## config.mk

```make
export PLATFORM = sky130hd
export DESIGN_NAME = mmtimer_core
export DESIGN_NICKNAME = d
export VERILOG_FILES = /design/src/rtl/mmtimer_pkg.sv /design/src/rtl/mmtimer_presc.sv /design/src/rtl/mmtimer_inputs.sv /design/src/rtl/mmtimer_ctrl.sv /design/src/rtl/mmtimer_count.sv /design/src/rtl/mmtimer_core.sv
export SDC_FILE = /design/constraint.sdc
export NUM_CORES = 1
export LEC_CHECK = 0
export BUFFER_PORTS_ARGS = -buffer_cell sky130_fd_sc_hd__buf_2
export CAP_MARGIN = 20
export CORE_MARGIN = 4
export CORE_UTILIZATION = 30
export CTS_BUF_LIST = sky130_fd_sc_hd__clkbuf_4
export DETAILED_ROUTE_END_ITERATION = 16
export GPL_TIMING_DRIVEN = 0
export SLEW_MARGIN = 20
export SYNTH_ARGS = -nofsm -noshare
export SYNTH_HDL_FRONTEND = slang
export SYNTH_HIERARCHICAL = 1
export SYNTH_SLANG_ARGS = --single-unit
export TNS_END_PERCENT = 20
```

## constraint.sdc

```tcl
create_clock -name clk -period 4.7 [get_ports clk]
set_input_delay 0.705 -clock clk [delete_from_list [all_inputs] [get_ports clk]]
set_output_delay 0.705 -clock clk [all_outputs]
set_load 0.01 [all_outputs]
```

## src/rtl/mmtimer_pkg.sv

```systemverilog
package mmtimer_pkg;
    localparam int PRESC_MAX_EXP = 10;

    typedef enum logic [1:0] {
        MODE_UP     = 2'd0,
        MODE_DOWN   = 2'd1,
        MODE_UPDOWN = 2'd2,
        MODE_QUAD   = 2'd3
    } tmr_mode_e;

    typedef enum logic [1:0] {
        ACT_NONE   = 2'd0,
        ACT_START  = 2'd1,
        ACT_STOP   = 2'd2,
        ACT_RELOAD = 2'd3
    } tmr_act_e;

    typedef enum logic {
        ST_IDLE = 1'b0,
        ST_RUN  = 1'b1
    } tmr_state_e;
endpackage

```

## src/rtl/mmtimer_presc.sv

```systemverilog
module mmtimer_presc
    import mmtimer_pkg::*;
#(
    parameter int PW = 4
) (
    input  logic          clk,
    input  logic          rst_n,
    input  logic          run,
    input  logic          clr,
    input  logic [PW-1:0] presc,
    output logic          tick
);
    localparam int DW = PRESC_MAX_EXP;

    logic [DW-1:0] pcnt_q;
    logic [DW-1:0] mask;
    logic [PW-1:0] n_eff;

    always_comb begin
        n_eff = (presc > PW'(PRESC_MAX_EXP)) ? PW'(PRESC_MAX_EXP) : presc;
        mask  = ~({DW{1'b1}} << n_eff);
        tick  = run && ((pcnt_q & mask) == mask);
    end

    always_ff @(posedge clk or negedge rst_n) begin
        if (!rst_n)
            pcnt_q <= '0;
        else if (!run || clr)
            pcnt_q <= '0;
        else
            pcnt_q <= pcnt_q + 1'b1;
    end

    AST_PRESC_SPACING: assert property (@(posedge clk) disable iff (!rst_n)
        (tick && n_eff != '0 && $stable(presc) && $past(run)) |-> !$past(tick))
        else $error("prescaled tick on consecutive cycles");
endmodule

```

## src/rtl/mmtimer_inputs.sv

```systemverilog
module mmtimer_inputs
    import mmtimer_pkg::*;
(
    input  logic       clk,
    input  logic       rst_n,
    input  logic       trig,
    input  logic [1:0] rise_act,
    input  logic [1:0] fall_act,
    input  logic       qa,
    input  logic       qb,
    input  logic       x4,
    output tmr_act_e   act,
    output logic       q_step,
    output logic       q_up
);
    logic trig_q, qa_q, qb_q;
    logic qa_edge, qb_edge;

    always_ff @(posedge clk or negedge rst_n) begin
        if (!rst_n) begin
            trig_q <= 1'b0;
            qa_q   <= 1'b0;
            qb_q   <= 1'b0;
        end else begin
            trig_q <= trig;
            qa_q   <= qa;
            qb_q   <= qb;
        end
    end

    always_comb begin
        act = ACT_NONE;
        if (trig && !trig_q)
            act = tmr_act_e'(rise_act);
        else if (!trig && trig_q)
            act = tmr_act_e'(fall_act);

        qa_edge = qa ^ qa_q;
        qb_edge = qb ^ qb_q;
        q_step  = 1'b0;
        q_up    = 1'b0;
        if (qa_edge && !qb_edge) begin
            q_step = 1'b1;
            q_up   = (qa != qb);
        end else if (qb_edge && !qa_edge && x4) begin
            q_step = 1'b1;
            q_up   = (qb == qa);
        end
    end
endmodule

```

## src/rtl/mmtimer_ctrl.sv

```systemverilog
module mmtimer_ctrl
    import mmtimer_pkg::*;
(
    input  logic     clk,
    input  logic     rst_n,
    input  tmr_act_e act,
    input  logic     cmd_start,
    input  logic     cmd_stop,
    input  logic     oneshot,
    input  logic     cyc_end,
    output logic     run,
    output logic     load
);
    tmr_state_e state_q, state_d;
    logic halt, go;

    always_comb begin
        halt    = cmd_stop || (act == ACT_STOP);
        go      = cmd_start || (act == ACT_START) || (act == ACT_RELOAD);
        state_d = state_q;
        unique case (state_q)
            ST_IDLE: if (go && !halt) state_d = ST_RUN;
            ST_RUN: begin
                if (halt)                           state_d = ST_IDLE;
                else if (!go && oneshot && cyc_end) state_d = ST_IDLE;
            end
            default: state_d = ST_IDLE;
        endcase
    end

    always_ff @(posedge clk or negedge rst_n) begin
        if (!rst_n) state_q <= ST_IDLE;
        else        state_q <= state_d;
    end

    always_comb begin
        run  = (state_q == ST_RUN);
        load = (act == ACT_RELOAD) && !cmd_stop;
    end

    AST_STOP_WINS: assert property (@(posedge clk) disable iff (!rst_n)
        cmd_stop |=> (state_q == ST_IDLE))
        else $error("stop command did not leave counter idle");
endmodule

```

## src/rtl/mmtimer_count.sv

```systemverilog
module mmtimer_count
    import mmtimer_pkg::*;
#(
    parameter int            CW      = 16,
    parameter logic [CW-1:0] TOP_RST = '1
) (
    input  logic          clk,
    input  logic          rst_n,
    input  logic          run,
    input  logic          tick,
    input  logic          load,
    input  tmr_mode_e     mode,
    input  logic          step2,
    input  logic          q_step,
    input  logic          q_up,
    input  logic          buf_wr,
    input  logic [CW-1:0] buf_data,
    output logic [CW-1:0] cnt_q,
    output logic          ovf_q,
    output logic          unf_q,
    output logic          dir_q,
    output logic          cyc_end
);
    logic [CW-1:0] top_q, buf_q, eff_top, n_cnt, dif;
    logic [CW:0]   stp, sum;
    logic          bufv_q, adv, go_up, n_ovf, n_unf, n_dir, upd;

    always_comb begin
        eff_top = bufv_q ? buf_q : top_q;
        stp     = (step2 && mode != MODE_QUAD) ? (CW+1)'(2) : (CW+1)'(1);
        sum     = {1'b0, cnt_q} + stp;
        dif     = cnt_q - stp[CW-1:0];
        adv     = run && !load && ((mode == MODE_QUAD) ? q_step : tick);
        go_up   = (mode == MODE_UP) || (mode == MODE_QUAD && q_up);
        n_cnt   = cnt_q;
        n_ovf   = 1'b0;
        n_unf   = 1'b0;
        n_dir   = dir_q;
        if (mode == MODE_UPDOWN) begin
            if (!dir_q) begin
                if (sum >= {1'b0, top_q}) begin
                    n_cnt = top_q; n_ovf = 1'b1; n_dir = 1'b1;
                end else begin
                    n_cnt = sum[CW-1:0];
                end
            end else begin
                if ({1'b0, cnt_q} <= stp) begin
                    n_cnt = '0; n_unf = 1'b1; n_dir = 1'b0;
                end else begin
                    n_cnt = dif;
                end
            end
        end else if (go_up) begin
            n_dir = 1'b0;
            if (sum > {1'b0, top_q}) begin
                n_cnt = '0; n_ovf = 1'b1;
            end else begin
                n_cnt = sum[CW-1:0];
            end
        end else begin
            n_dir = 1'b1;
            if ({1'b0, cnt_q} < stp) begin
                n_cnt = eff_top; n_unf = 1'b1;
            end else begin
                n_cnt = dif;
            end
        end
        cyc_end = adv && ((mode == MODE_UPDOWN) ? n_unf : (n_ovf || n_unf));
        upd     = load || (adv && (n_ovf || n_unf));
    end

    always_ff @(posedge clk or negedge rst_n) begin
        if (!rst_n) begin
            cnt_q  <= '0;
            top_q  <= TOP_RST;
            buf_q  <= '0;
            bufv_q <= 1'b0;
            ovf_q  <= 1'b0;
            unf_q  <= 1'b0;
            dir_q  <= 1'b0;
        end else begin
            ovf_q <= 1'b0;
            unf_q <= 1'b0;
            if (load) begin
                cnt_q <= (mode == MODE_DOWN) ? eff_top : '0;
                dir_q <= (mode == MODE_DOWN);
                top_q <= eff_top;
            end else if (adv) begin
                cnt_q <= n_cnt;
                ovf_q <= n_ovf;
                unf_q <= n_unf;
                dir_q <= n_dir;
                if (n_ovf || n_unf) top_q <= eff_top;
            end
            if (buf_wr) begin
                buf_q  <= buf_data;
                bufv_q <= 1'b1;
            end else if (upd) begin
                bufv_q <= 1'b0;
            end
        end
    end

    AST_STROBE_EXCL: assert property (@(posedge clk) disable iff (!rst_n)
        !(ovf_q && unf_q))
        else $error("overflow and underflow together");
    AST_UP_WRAP_ZERO: assert property (@(posedge clk) disable iff (!rst_n)
        (ovf_q && $past(mode) == MODE_UP) |-> (cnt_q == '0))
        else $error("up wrap did not land on zero");
    AST_DOWN_WRAP_TOP: assert property (@(posedge clk) disable iff (!rst_n)
        (unf_q && $past(mode) == MODE_DOWN) |-> (cnt_q == top_q))
        else $error("down wrap did not land on TOP");
    AST_IDLE_HOLD: assert property (@(posedge clk) disable iff (!rst_n)
        (!run && !load) |=> $stable(cnt_q))
        else $error("count moved while idle");
    AST_QUAD_QUIET: assert property (@(posedge clk) disable iff (!rst_n)
        (mode == MODE_QUAD && !q_step && !load) |=> $stable(cnt_q))
        else $error("quadrature count moved without a phase edge");
endmodule

```

## src/rtl/mmtimer_core.sv

```systemverilog
module mmtimer_core
    import mmtimer_pkg::*;
#(
    parameter int            CW      = 16,
    parameter int            PRESC_W = 4,
    parameter logic [CW-1:0] TOP_RST = '1
) (
    input  logic               clk,
    input  logic               rst_n,
    input  logic [1:0]         cfg_mode,
    input  logic [PRESC_W-1:0] cfg_presc,
    input  logic               cfg_step2,
    input  logic               cfg_oneshot,
    input  logic               cfg_x4,
    input  logic [1:0]         cfg_rise_act,
    input  logic [1:0]         cfg_fall_act,
    input  logic               cmd_start,
    input  logic               cmd_stop,
    input  logic               trig_i,
    input  logic               quad_a_i,
    input  logic               quad_b_i,
    input  logic               top_wr_i,
    input  logic [CW-1:0]      top_data_i,
    output logic [CW-1:0]      count_o,
    output logic               ovf_o,
    output logic               unf_o,
    output logic               dir_o,
    output logic               running_o
);
    tmr_mode_e mode;
    tmr_act_e  act;
    logic      q_step, q_up, run, load, tick, cyc_end;

    assign mode      = tmr_mode_e'(cfg_mode);
    assign running_o = run;

    mmtimer_inputs u_inputs (
        .clk(clk), .rst_n(rst_n), .trig(trig_i),
        .rise_act(cfg_rise_act), .fall_act(cfg_fall_act),
        .qa(quad_a_i), .qb(quad_b_i), .x4(cfg_x4),
        .act(act), .q_step(q_step), .q_up(q_up)
    );

    mmtimer_ctrl u_ctrl (
        .clk(clk), .rst_n(rst_n), .act(act),
        .cmd_start(cmd_start), .cmd_stop(cmd_stop),
        .oneshot(cfg_oneshot), .cyc_end(cyc_end),
        .run(run), .load(load)
    );

    mmtimer_presc #(.PW(PRESC_W)) u_presc (
        .clk(clk), .rst_n(rst_n), .run(run), .clr(load),
        .presc(cfg_presc), .tick(tick)
    );

    mmtimer_count #(.CW(CW), .TOP_RST(TOP_RST)) u_count (
        .clk(clk), .rst_n(rst_n), .run(run), .tick(tick), .load(load),
        .mode(mode), .step2(cfg_step2), .q_step(q_step), .q_up(q_up),
        .buf_wr(top_wr_i), .buf_data(top_data_i),
        .cnt_q(count_o), .ovf_q(ovf_o), .unf_q(unf_o), .dir_q(dir_o),
        .cyc_end(cyc_end)
    );

    AST_ONESHOT_HALT: assert property (@(posedge clk) disable iff (!rst_n)
        (ovf_o && $past(cfg_oneshot) && $past(cfg_mode) == 2'd0 &&
         !$past(cmd_start) && $past(act) == ACT_NONE) |-> !running_o)
        else $error("one-shot counter kept running after wrap");
endmodule

```

==> metrics.md, run 1 <==
| Metric | Value |
|---|---|
| Outcome | complete, no violations |
| Clock tree sinks | 66 |
| Slowest-stage cell, CP | or4_1 |
| Most frequent cells in the layout | 60 x buf_2, 58 x nor2_1, 50 x dfrtp_1 |
| First-pass GRT wire length | 24.2 mm |
| Tot Pwr | 2210 µW |
| Hold Crit Class | input pin to async pin |
| Clk Latency, worst-skew pair | 430 ps |
| Worst Setup Start Kind | input pin |
| Vias per cell | 5.42 |
| PortBufs | 55 |
| Syn_nets | 627 |
| Vias in the first global route | 4488 |
| Asr flop ratio synth | 100% |
| Clock transition at path regs | 120 ps |
| Post-synth cell types | 73 |
| DR WL/cell | 17.6 µm |
| Critical Path Sink Type | flip-flop |
| Final setup viols | 0 |
| Post-synth EDFFs | 0 |
| Crit. Startpoint | cfg_mode[1] |
| Crit Path Max Fanout | 10 |
| Layout Cells excl Fill | 857 |
| Final Instance Area | 5740 µm² |
| FF-to-FF End | u_count/cnt_q[7] |
| Initial Util | 31.0% |
| Residual DRC | 0 |
| Grt total ovfl | 0 |
| Flops & latches, synth | 66 |
| Worst Max-Slew Pin Slew | 829 ps |
| Flop2flop setup slack | 420 ps |
| Mean post-synth cell area | 8.77 µm² |
| Layout area overhead | 15.4% |
| Rel. slew slack | 44.3% |
| Tcrit/Tclk final | 94.9% |
| Core Box Area | 16100 µm² |
| Clk buf depth | 2 |
| CTS tree | yes |
| Total power per unit cell area | 385 nW/µm² |
| Initial antenna violation count | 1 |
| Yosys warnings | 6 |
| Final nets | 695 |
| Crit-path cells | buf_2, nand2_1, nand2_1, ha_1, nor2b_1, o21ai_1, nor2_2, nand3_1, xnor2_1, ha_1, nand3_1, o211ai_1, or4_1, o21a_1, buf_2, a221oi_1, nor2_1 |
| Mapped Area | 4970 µm² |
| Placed inst area | 5540 µm² |
| Gate Count Post-Synth | 567 |
| Layout fillers | 1683 |
| Number of I/O pins | 57 |
| DRT Pass-1 Iters | 5 |
| Cts hold-fix bufs | 0 |
| Die Area | 18700 µm² |
| Fmax | 0.224 GHz |
| Largest net degree at the start of global routing | 41 |
| Num rows | 46 |
| Critical Path RT | 5010 ps |
| Root Driver | clkbuf_4 |
| Total GRT Usage | 16.6% |
| Die Y | 137 µm |
| Number of DRC markers in iteration 0 | 449 |
| Worst reg2reg startpoint | u_count/cnt_q[1] |
| Main synth FF type | dfrtp_1 |
| Post-layout util | 35.7% |
| CP max stage delay | 510 ps |
| Total CTS buffers | 9 |
| VDD IR max | 0.123 mV |
| Type of the worst setup path | input pin to flip-flop |
| Final setup TNS | 0 ps |
| Layout cells sized above 1 | 23.4% |
| Dpl hpwl | 11.7 mm |
| Slew Viols, Final | 0 |
| RePlAce Congestion | 0.939 |
| Placed Instances | 839 |
| Most common cell after layout, fill and taps aside | buf_2 |
| Max Cap Violations | 0 |
| FF-to-FF path depth | 14 |
| Htree depth | 3 |
| Critical Path AT | 4770 ps |
| DRT antenna net count | 0 |
| Leakage | 0.00250 µW |
| Clock skew | 8.06 ps |
| Fin crit period | 4460 ps |
| Final Hold Fails | 0 |
| Routed vias | 4645 |
| Post-synthesis sequential area ratio | 33.6% |
| WL final | 15.0 mm |
| Die width | 137 µm |
==> stage by stage <==
| stage | setup WS (ps) | hold slack [ps] |
|---|---|---|
| 2_1_floorplan | 586 | 409 |
| 3_3_place_gp | -747 | 493 |
| 3_5_place_dp | -719 | 499 |
| 4_1_cts | 57.5 | 161 |
| 5_1_grt | -13.2 | 174 |
| 6_report | 240 | 174 |
==> synthesized netlist by cell type (14+ instances only) <==
cell,number,area share [%]
a21oi_1,36,3.6
a32oi_1,14,2.5
clkbuf_1,18,1.4
dfrtp_1,50,25
dfstp_2,16,8.5
ha_1,21,5.3
inv_1,34,2.6
mux2_2,18,4.1
nand2_1,48,3.6
nand3_1,18,1.8
nor2_1,60,4.5
o21ai_0,30,3.0
xnor2_1,18,3.2
==> flip-flops by register name, indices dropped and copies added (netlist names) <==
register         count
u_inputs/qa_q        1
u_presc/pcnt_q      10
u_ctrl/run           1
u_count/dir_q        1
u_inputs/qb_q        1
u_count/ovf_q        1
u_inputs/trig_q      1
u_count/buf_q       16
u_count/unf_q        1
u_count/bufv_q       1
u_count/top_q       16
u_count/cnt_q       16
==> per-layer routing <==
layer	global-route usage, %	share of wire [%]	vias to the layer above
li1	-	-	2210
met3	2.65	7.3	40
met1	24.2	47	2205
met4	6.05	2.7	0
met2	24.5	43	190
met5	0	0	-
==> timing repair <==
action / CTS / global route
setup endpoints to repair: 20 / 32
gates resized for setup: 4 / 9
pin swaps: 0 / 2
buffers inserted: 0 / 1
==> logic make-up (layout without fill, tap and decap cells) <==
logic type,Yosys count,count (layout),synth area share (%)
flops,66,66,33.6
fa+ha+maj,23,23,6.09
other cells,0,1,0
compound gates,156,156,22.2
mux,33,33,7.17
buf+inv,66,139,5.89
simple gates,193,193,19.8
xor+xnor,30,30,5.28
==> worst max-delay path by stage <==
stage,endpoint,depth (start not counted)
6_report,u_count/cnt_q[7],17
3_3_place_gp,u_count/cnt_q[4],18
4_1_cts,u_count/cnt_q[4],18
2_1_floorplan,u_count/top_q[14],16
5_1_grt,u_count/cnt_q[13],17
3_5_place_dp,u_count/cnt_q[4],18
==> report_power, final <==
part / switching [µW] / internal (µW)
combinational: 624 / 407
clock: 228 / 169
sequential: 103 / 681
total: 955 / 1260
==> worst max-delay path, delay by kind of cell <==
kind / cells / cell delay [ps]
compound gates: 4 / 1090
xor+xnor: 1 / 320
fa+ha+maj: 2 / 650
buf+inv: 2 / 410
simple gates: 8 / 1590
==> layout make-up <==
cell class / instances / area [µm²] / area share, %
Multi-Input combinational cell: 435 / 3050 / 53.2
Sequential cell: 66 / 1670 / 29.1
Timing Repair Buffer: 57 / 305 / 5.32
Tap cell: 216 / 270 / 4.71
Buffer: 32 / 170 / 2.96
Inverter: 34 / 128 / 2.22
Clock buffer: 10 / 75.1 / 1.31
Clock inverter: 6 / 66.3 / 1.16
Antenna cell: 1 / 2.50 / 0.0436
(Power assumes the default switching activity.)
==> inputs of run 2 (changes only) <==
--- a/config.mk
+++ b/config.mk
@@ -7,11 +7,14 @@
 export LEC_CHECK = 0
 export BUFFER_PORTS_ARGS = -buffer_cell sky130_fd_sc_hd__buf_2
 export CAP_MARGIN = 20
+export CELL_PAD_IN_SITES_DETAIL_PLACEMENT = 1
+export CELL_PAD_IN_SITES_GLOBAL_PLACEMENT = 2
 export CORE_MARGIN = 4
 export CORE_UTILIZATION = 30
 export CTS_BUF_LIST = sky130_fd_sc_hd__clkbuf_4
 export DETAILED_ROUTE_END_ITERATION = 16
 export GPL_TIMING_DRIVEN = 0
+export PLACE_DENSITY_LB_ADDON = 0.1
 export SLEW_MARGIN = 20
 export SYNTH_ARGS = -nofsm -noshare
 export SYNTH_HDL_FRONTEND = slang
==> metrics.md, run 2 (same netlist as run 1, synthesis figures left out) <==
| Metric | Value |
|---|---|
| Outcome | complete, no violations |
| Total GRT Usage | 20.7% (+4.1 points) |
| Clk Latency, worst-skew pair | 460 ps (+30 ps) |
| Dpl hpwl | 14.4 mm (+23%) |
| Leakage | 0.00251 µW (+0.43%) |
| Initial Util | 31.0% (unchanged) |
| Residual DRC | 0 (unchanged) |
| Total power per unit cell area | 384 nW/µm² (-0.34%) |
| Critical Path AT | 4800 ps (+30 ps) |
| Fin crit period | 4480 ps (+15.4 ps) |
| Largest net degree at the start of global routing | 50 (+22%) |
| Routed vias | 4714 (+1.5%) |
| Met2 WL post-DR | 8.34 mm (+29%) |
| Rel. slew slack | 41.1% (-3.2 points) |
| DR WL/cell | 21.5 µm (+22%) |
| Initial antenna violation count | 1 (unchanged) |
| Vias in the first global route | 4854 (+8.2%) |
| Root Driver | clkbuf_4 |
| Final Hold Fails | 0 (unchanged) |
| VDD IR max | 0.129 mV (+4.9%) |
| Layout fillers | 1943 (+15%) |
| Layout cells sized above 1 | 24.1% (+0.63 points) |
| Clock tree sinks | 66 (unchanged) |
| DR WL met3 | 890 µm (-19%) |
| Layout area overhead | 15.6% |
| Final setup viols | 0 (unchanged) |
| First-pass GRT wire length | 29.0 mm (+20%) |
| Most common cell after layout, fill and taps aside | buf_2 |
| Critical Path Sink Type | flip-flop |
| Cts hold-fix bufs | 0 (unchanged) |
| Worst Setup Start Kind | input pin |
| Die Y | 137 µm (unchanged) |
| Clock transition at path regs | 150 ps (+30 ps) |
| Regs by FF count | u_count/buf_q: 16 flops, u_count/cnt_q: 16 flops, u_count/top_q: 16 flops |
| Core Box Area | 16100 µm² (unchanged) |
| Most frequent cells in the layout | 60 x buf_2, 58 x nor2_1, 50 x dfrtp_1 |
| Vias per cell | 5.48 (+1.0%) |
| Max Used Layer | met4 |
| Final nets | 699 (+0.58%) |
| Final setup TNS | 0 ps (unchanged) |
| Flop2flop setup slack | 340 ps (-80 ps) |
| Clk buf depth | 2 (unchanged) |
| FF-to-FF path depth | 13 (-1) |
| Htree depth | 3 (unchanged) |
| Worst reg2reg startpoint | u_count/cnt_q[1] |
| PortBufs | 55 (unchanged) |
| Number of DRC markers in iteration 0 | 328 (-27%) |
| Num rows | 46 (unchanged) |
| Total CTS buffers | 9 (unchanged) |
| Number of I/O pins | 57 (unchanged) |
| Tcrit/Tclk final | 95.2% (+0.33 points) |
| Hold Crit Class | input pin to async pin |
| Die width | 137 µm (unchanged) |
| Critical Path RT | 5030 ps (+20 ps) |
| DRT Pass-1 Iters | 5 (unchanged) |
| RePlAce Congestion | 0.898 (-4.4%) |
| CTS tree | yes |
| Type of the worst setup path | input pin to flip-flop |
| Slew Viols, Final | 0 (unchanged) |
| Die Area | 18700 µm² (unchanged) |
| Met1 wire length | 9.02 mm (+28%) |
| Fmax | 0.223 GHz (-0.34%) |
| DRT antenna net count | 0 (unchanged) |
| Clock skew | 35.9 ps (+27.8 ps) |
| Worst Max-Slew Pin Slew | 872 ps (+43.1 ps) |
| FF-to-FF End | u_count/cnt_q[3] |
| Crit Path Max Fanout | 10 (unchanged) |
| Max Cap Violations | 0 (unchanged) |
| WL final | 18.5 mm (+23%) |
| Grt total ovfl | 0 (unchanged) |
| RSZ-0062 raised after global routing | false |
| Post-layout util | 35.8% (+0.062 points) |
-- run 2: metal layers --
metal / vias to the layer above / GRT usage (%)
li1: 2220 / -
met1: 2349 / 30.3
met2: 126 / 31.4
met3: 19 / 3.46
met4: 0 / 5.49
met5: - / 0
-- run 2: area by class of cell --
cell class,count,area [µm²],area share (%)
Antenna cell,1,2.50,0.0435
Sequential cell,66,1670,29.1
Clock inverter,6,33.8,0.588
Multi-Input combinational cell,435,3060,53.1
Buffer,32,170,2.96
Inverter,34,128,2.22
Timing Repair Buffer,61,343,5.96
Tap cell,216,270,4.70
Clock buffer,10,75.1,1.31
-- run 2: report_power, final --
group	internal, µW	switching [µW]	leakage, µW	total, µW
clock network	110	239	0.0000612	349
logic	409	653	0.00166	1060
registers	681	116	0.000790	797
total	1200	1010	0.00251	2210
-- run 2: through the flow --
stage	cell area (µm²)	total power, µW	setup WS [ps]	cells	hold WS, ps
floorplan	4970	1480	586	567	409
global placement	5520	1820	-1180	838	494
detailed placement	5560	1850	-1190	839	507
CTS	5680	2210	-37.9	855	92.3
global route	5750	2390	68.1	861	88.5
finish	5750	2210	225	861	117
-- run 2: critical path, stage by stage --
cell and delay, ps:
buf_2 130, nand2_1 120, nand2_2 130, ha_1 330, nor2b_1 70, o21ai_1 540
nor3_1 140, xor2_1 280, ha_1 310, nand3_1 190, o211ai_1 230, or4_1 530
o21a_1 320, buf_2 290, a221oi_1 350, nor2_1 110
-- run 2: what timing repair did --
| action | in CTS | in global routing |
|---|---|---|
| buffers inserted | 0 | 5 |
| gates resized for setup | 5 | 11 |
| cloned | 0 | 0 |
| setup endpoints to repair | 30 | 36 |
| pin swaps | 0 | 3 |
-- run 2: how the worst max path moves through the flow --
stage                   endpoint   startpoint  slack [ps]
6_report        u_count/cnt_q[3]  cfg_mode[1]         220
3_3_place_gp    u_count/cnt_q[4]  cfg_mode[1]       -1180
2_1_floorplan  u_count/top_q[14]  cfg_mode[1]         590
4_1_cts         u_count/cnt_q[4]  cfg_mode[1]         -40
5_1_grt         u_count/cnt_q[4]  cfg_mode[1]          70
3_5_place_dp    u_count/cnt_q[4]  cfg_mode[1]       -1190
==> inputs of run 3 (changes only) <==
--- a/config.mk
+++ b/config.mk
@@ -5,6 +5,7 @@
 export SDC_FILE = /design/constraint.sdc
 export NUM_CORES = 1
 export LEC_CHECK = 0
+export ABC_AREA = 1
 export BUFFER_PORTS_ARGS = -buffer_cell sky130_fd_sc_hd__buf_2
 export CAP_MARGIN = 20
 export CELL_PAD_IN_SITES_DETAIL_PLACEMENT = 1
==> metrics.md, run 3 <==
| Metric | Value |
|---|---|
| Sequential share of power | 27.8% (-8.3 points) |
| Residual DRC | 0 (unchanged) |
| Number of I/O pins | 57 (unchanged) |
| RePlAce Congestion | 0.846 (-5.7%) |
| Final nets | 980 (+40%) |
| Ant. Diodes | 0 (-1) |
| Flops & latches, synth | 66 (unchanged) |
| Yosys warnings | 6 (unchanged) |
| Root Driver | clkbuf_4 |
| Core Box Area | 18000 µm² (+12%) |
| Critical Path Sink Type | flip-flop |
| Clk Latency, worst-skew pair | 450 ps (about the same) |
| Die Area | 20500 µm² (+9.3%) |
| Most common cell in the netlist | nand2_1 |
| Routed vias | 5642 (+20%) |
| Total GRT Usage | 20.1% (-0.56 points) |
| Post-synthesis sequential area ratio | 30.6% (-3.0 points) |
| WL final | 19.6 mm (+5.9%) |
| CP max stage delay | 340 ps (-200 ps) |
| Clock skew | 17.8 ps (-18.1 ps) |
| Crit Path Max Fanout | 10 (unchanged) |
| Initial antenna violation count | 0 (-1) |
| Fraction of post-synthesis cell area in the top cell type by area | 22.9% (-2.3 points) |
| Top delay family on crit path | simple AND/OR/NAND/NOR gates |
| Vias in the first global route | 6193 (+28%) |
| Final setup TNS | 0 ps (unchanged) |
| Grt total ovfl | 0 (unchanged) |
| NetSw | 1810 µW (+79%) |
| Leakage | 0.00332 µW (+32%) |
| CTS tree | yes |
| Htree depth | 3 (unchanged) |
| DRT Pass-1 Iters | 4 (-1) |
| Post-synth cell types | 38 (-48%) |
| Final setup viols | 0 (unchanged) |
| Most frequent CP cell | nand2_1 |
| Clock tree sinks | 66 (unchanged) |
| Layout area overhead | 14.4% |
| Tot Pwr | 3450 µW (+56%) |
| Pint | 1650 µW (+37%) |
| RSZ-0062 raised after global routing | false |
| Initial Util | 30.4% (-0.53 points) |
| Most common cell after layout, fill and taps aside | nand2_1 |
| Slew Viols, Final | 0 (unchanged) |
| Final hold slack | 142 ps (+25.3 ps) |
| Post-layout util | 34.8% (-0.97 points) |
| Layout cells sized above 1 | 15.9% (-8.2 points) |
| Rel. slew slack | 56.0% (+15 points) |
| Bufs and invs on worst path | 5 (+3) |
| Clk buf depth | 2 (unchanged) |
| Area leader, netlist | dfrtp_1 |
| DR WL/cell | 17.0 µm (-21%) |
| Critical Path AT | 4650 ps (-150 ps) |
| Most frequent cells in the layout | 255 x nand2_1, 115 x inv_1, 86 x nor2_1 |
| Hold Crit Class | input pin to async pin |
| Tcrit/Tclk final | 90.8% (-4.4 points) |
| Total power per unit cell area | 552 nW/µm² (+44%) |
| Gate Count Post-Synth | 849 (+50%) |
| Commonest cells post-synth | 256 x nand2_1, 115 x inv_1, 86 x nor2_1, 68 x nand3_1, 55 x a21oi_1 |
| Total CTS buffers | 9 (unchanged) |
| Switch share | 52.3% (+6.6 points) |
| Regs by FF count | u_count/buf_q: 16 flops, u_count/cnt_q: 16 flops, u_count/top_q: 16 flops |
| Final Hold Fails | 0 (unchanged) |
| Max Cap Violations | 0 (unchanged) |
| Slowest-stage cell, CP | ha_1 |
| Fin crit period | 4270 ps (-209 ps) |
| First-pass GRT wire length | 32.2 mm (+11%) |
| Main synth FF type | dfrtp_1 |
| Dpl hpwl | 16.2 mm (+12%) |
| Type of the worst setup path | input pin to flip-flop |
| Layout fillers | 2403 (+24%) |
| Mean post-synth cell area | 6.44 µm² (-27%) |
| Outcome | complete, no violations |
| Comb power frac | 60.2% (+12 points) |
| Asr flop ratio synth | 100% (unchanged) |
| PortBufs | 56 (+1.8%) |
| Mapped Area | 5470 µm² (+9.9%) |
| DRT antenna net count | 0 (unchanged) |
| Clock power share | 12.0% (-3.8 points) |
| Vias per cell | 4.89 (-11%) |
| Num rows | 49 (+6.5%) |
| Largest net degree at the start of global routing | 46 (-8.0%) |
| Worst Setup Start Kind | input pin |
| VDD IR max | 0.199 mV (+55%) |
| Fmax | 0.234 GHz (+4.9%) |
| Syn_nets | 909 (+45%) |
| Number of DRC markers in iteration 0 | 304 (-7.3%) |
| Worst Max-Slew Pin Slew | 658 ps (-214 ps) |
| Die Y | 143 µm (+4.6%) |
| Die width | 143 µm (+4.6%) |
| Cts hold-fix bufs | 0 (unchanged) |
| Critical Path RT | 5090 ps (+60 ps) |
| Clock transition at path regs | 120 ps (-30 ps) |
| Synth top area cells | dfrtp_1 23%, nand2_1 18%, inv_1 7.9% |
| Post-synth EDFFs | 0 (unchanged) |
==> run 3: changes by cell type in the layout (fill, tap and decap cells not counted), sizes merged, moves of 12 or more <==
cell   previous run  this run
mux2             21         0
nand3            18        69
o21ai            32        47
inv              34       123
a21oi            37        57
xnor2            18         4
nor2             61        97
mux2i            12         0
nand2            48       268
a32oi            14         0
==> run 3: layout make-up <==
type                       count  area [µm²]  area share [%]
multi-input combinational    631        3210            51.3
sequential                    66        1670            26.7
inverter                     128         480            7.68
timing repair buffer          60         345            5.52
tap                          229         287            4.58
buffer                        24         128            2.04
clock buffer                  11        82.6            1.32
clock inverter                 5        55.1           0.880
==> run 3: what timing repair did <==
| action | in CTS | in global routing |
|---|---|---|
| endpoints found under the setup margin | 0 | 16 |
| endpoints found under the hold margin | 0 | 0 |
| buffers inserted | 0 | 3 |
| resized for setup | 0 | 4 |
==> run 3: metrics by stage <==
stage / setup WS (ps) / std cells / cell area (µm²)
2_1_floorplan: 773 / 849 / 5470
3_3_place_gp: -180 / 1134 / 6030
3_5_place_dp: -271 / 1135 / 6060
4_1_cts: 214 / 1151 / 6200
5_1_grt: 52.4 / 1154 / 6260
6_report: 434 / 1154 / 6260
==> run 3: layer usage <==
layer,GRT usage [%],part of all wire [%],vias to the layer above,wire [µm]
li1,-,-,2805,-
met1,24.7,43,2725,8410
met2,37.1,52,90,10200
met3,2.58,3.3,22,655
met4,5.00,1.8,0,347
met5,0,0,-,0
==> run 3: worst paths after layout <==
path                                       start                 to  slack [ps]  depth (start not counted)
min in group clk                          trig_i    u_inputs/trig_q         390                          1
worst max-delay path                 cfg_mode[0]   u_count/top_q[6]         430                         29
worst max register to register  u_count/cnt_q[1]   u_count/top_q[6]         540                         26
worst min register to register  u_count/buf_q[5]   u_count/buf_q[5]         490                          2
max in group asynchronous                  rst_n   u_count/top_q[3]        3940                          2
worst min-delay path                       rst_n  u_count/buf_q[13]         140                          1
==> run 3: logic make-up (layout without fill, tap and decap cells) <==
group / after synthesis / in the layout / share of synthesized area [%]
buf+inv: 152 / 228 / 11.1
compound gates: 117 / 117 / 11.5
xor+xnor: 27 / 27 / 4.32
flops: 66 / 66 / 30.6
fa+ha+maj: 23 / 23 / 5.54
simple gates: 464 / 464 / 37.0
==> run 3: power by group through the flow <==
| stage | Clock (µW) | Combinational, µW | Sequential, µW |
|---|---|---|---|
| 3_5_place_dp | 0 | 2090 | 979 |
| 5_1_grt | 459 | 2380 | 996 |
| 4_1_cts | 439 | 2100 | 967 |
| 2_1_floorplan | 0 | 1400 | 946 |
| 6_report | 413 | 2080 | 961 |
| 3_3_place_gp | 0 | 2020 | 970 |
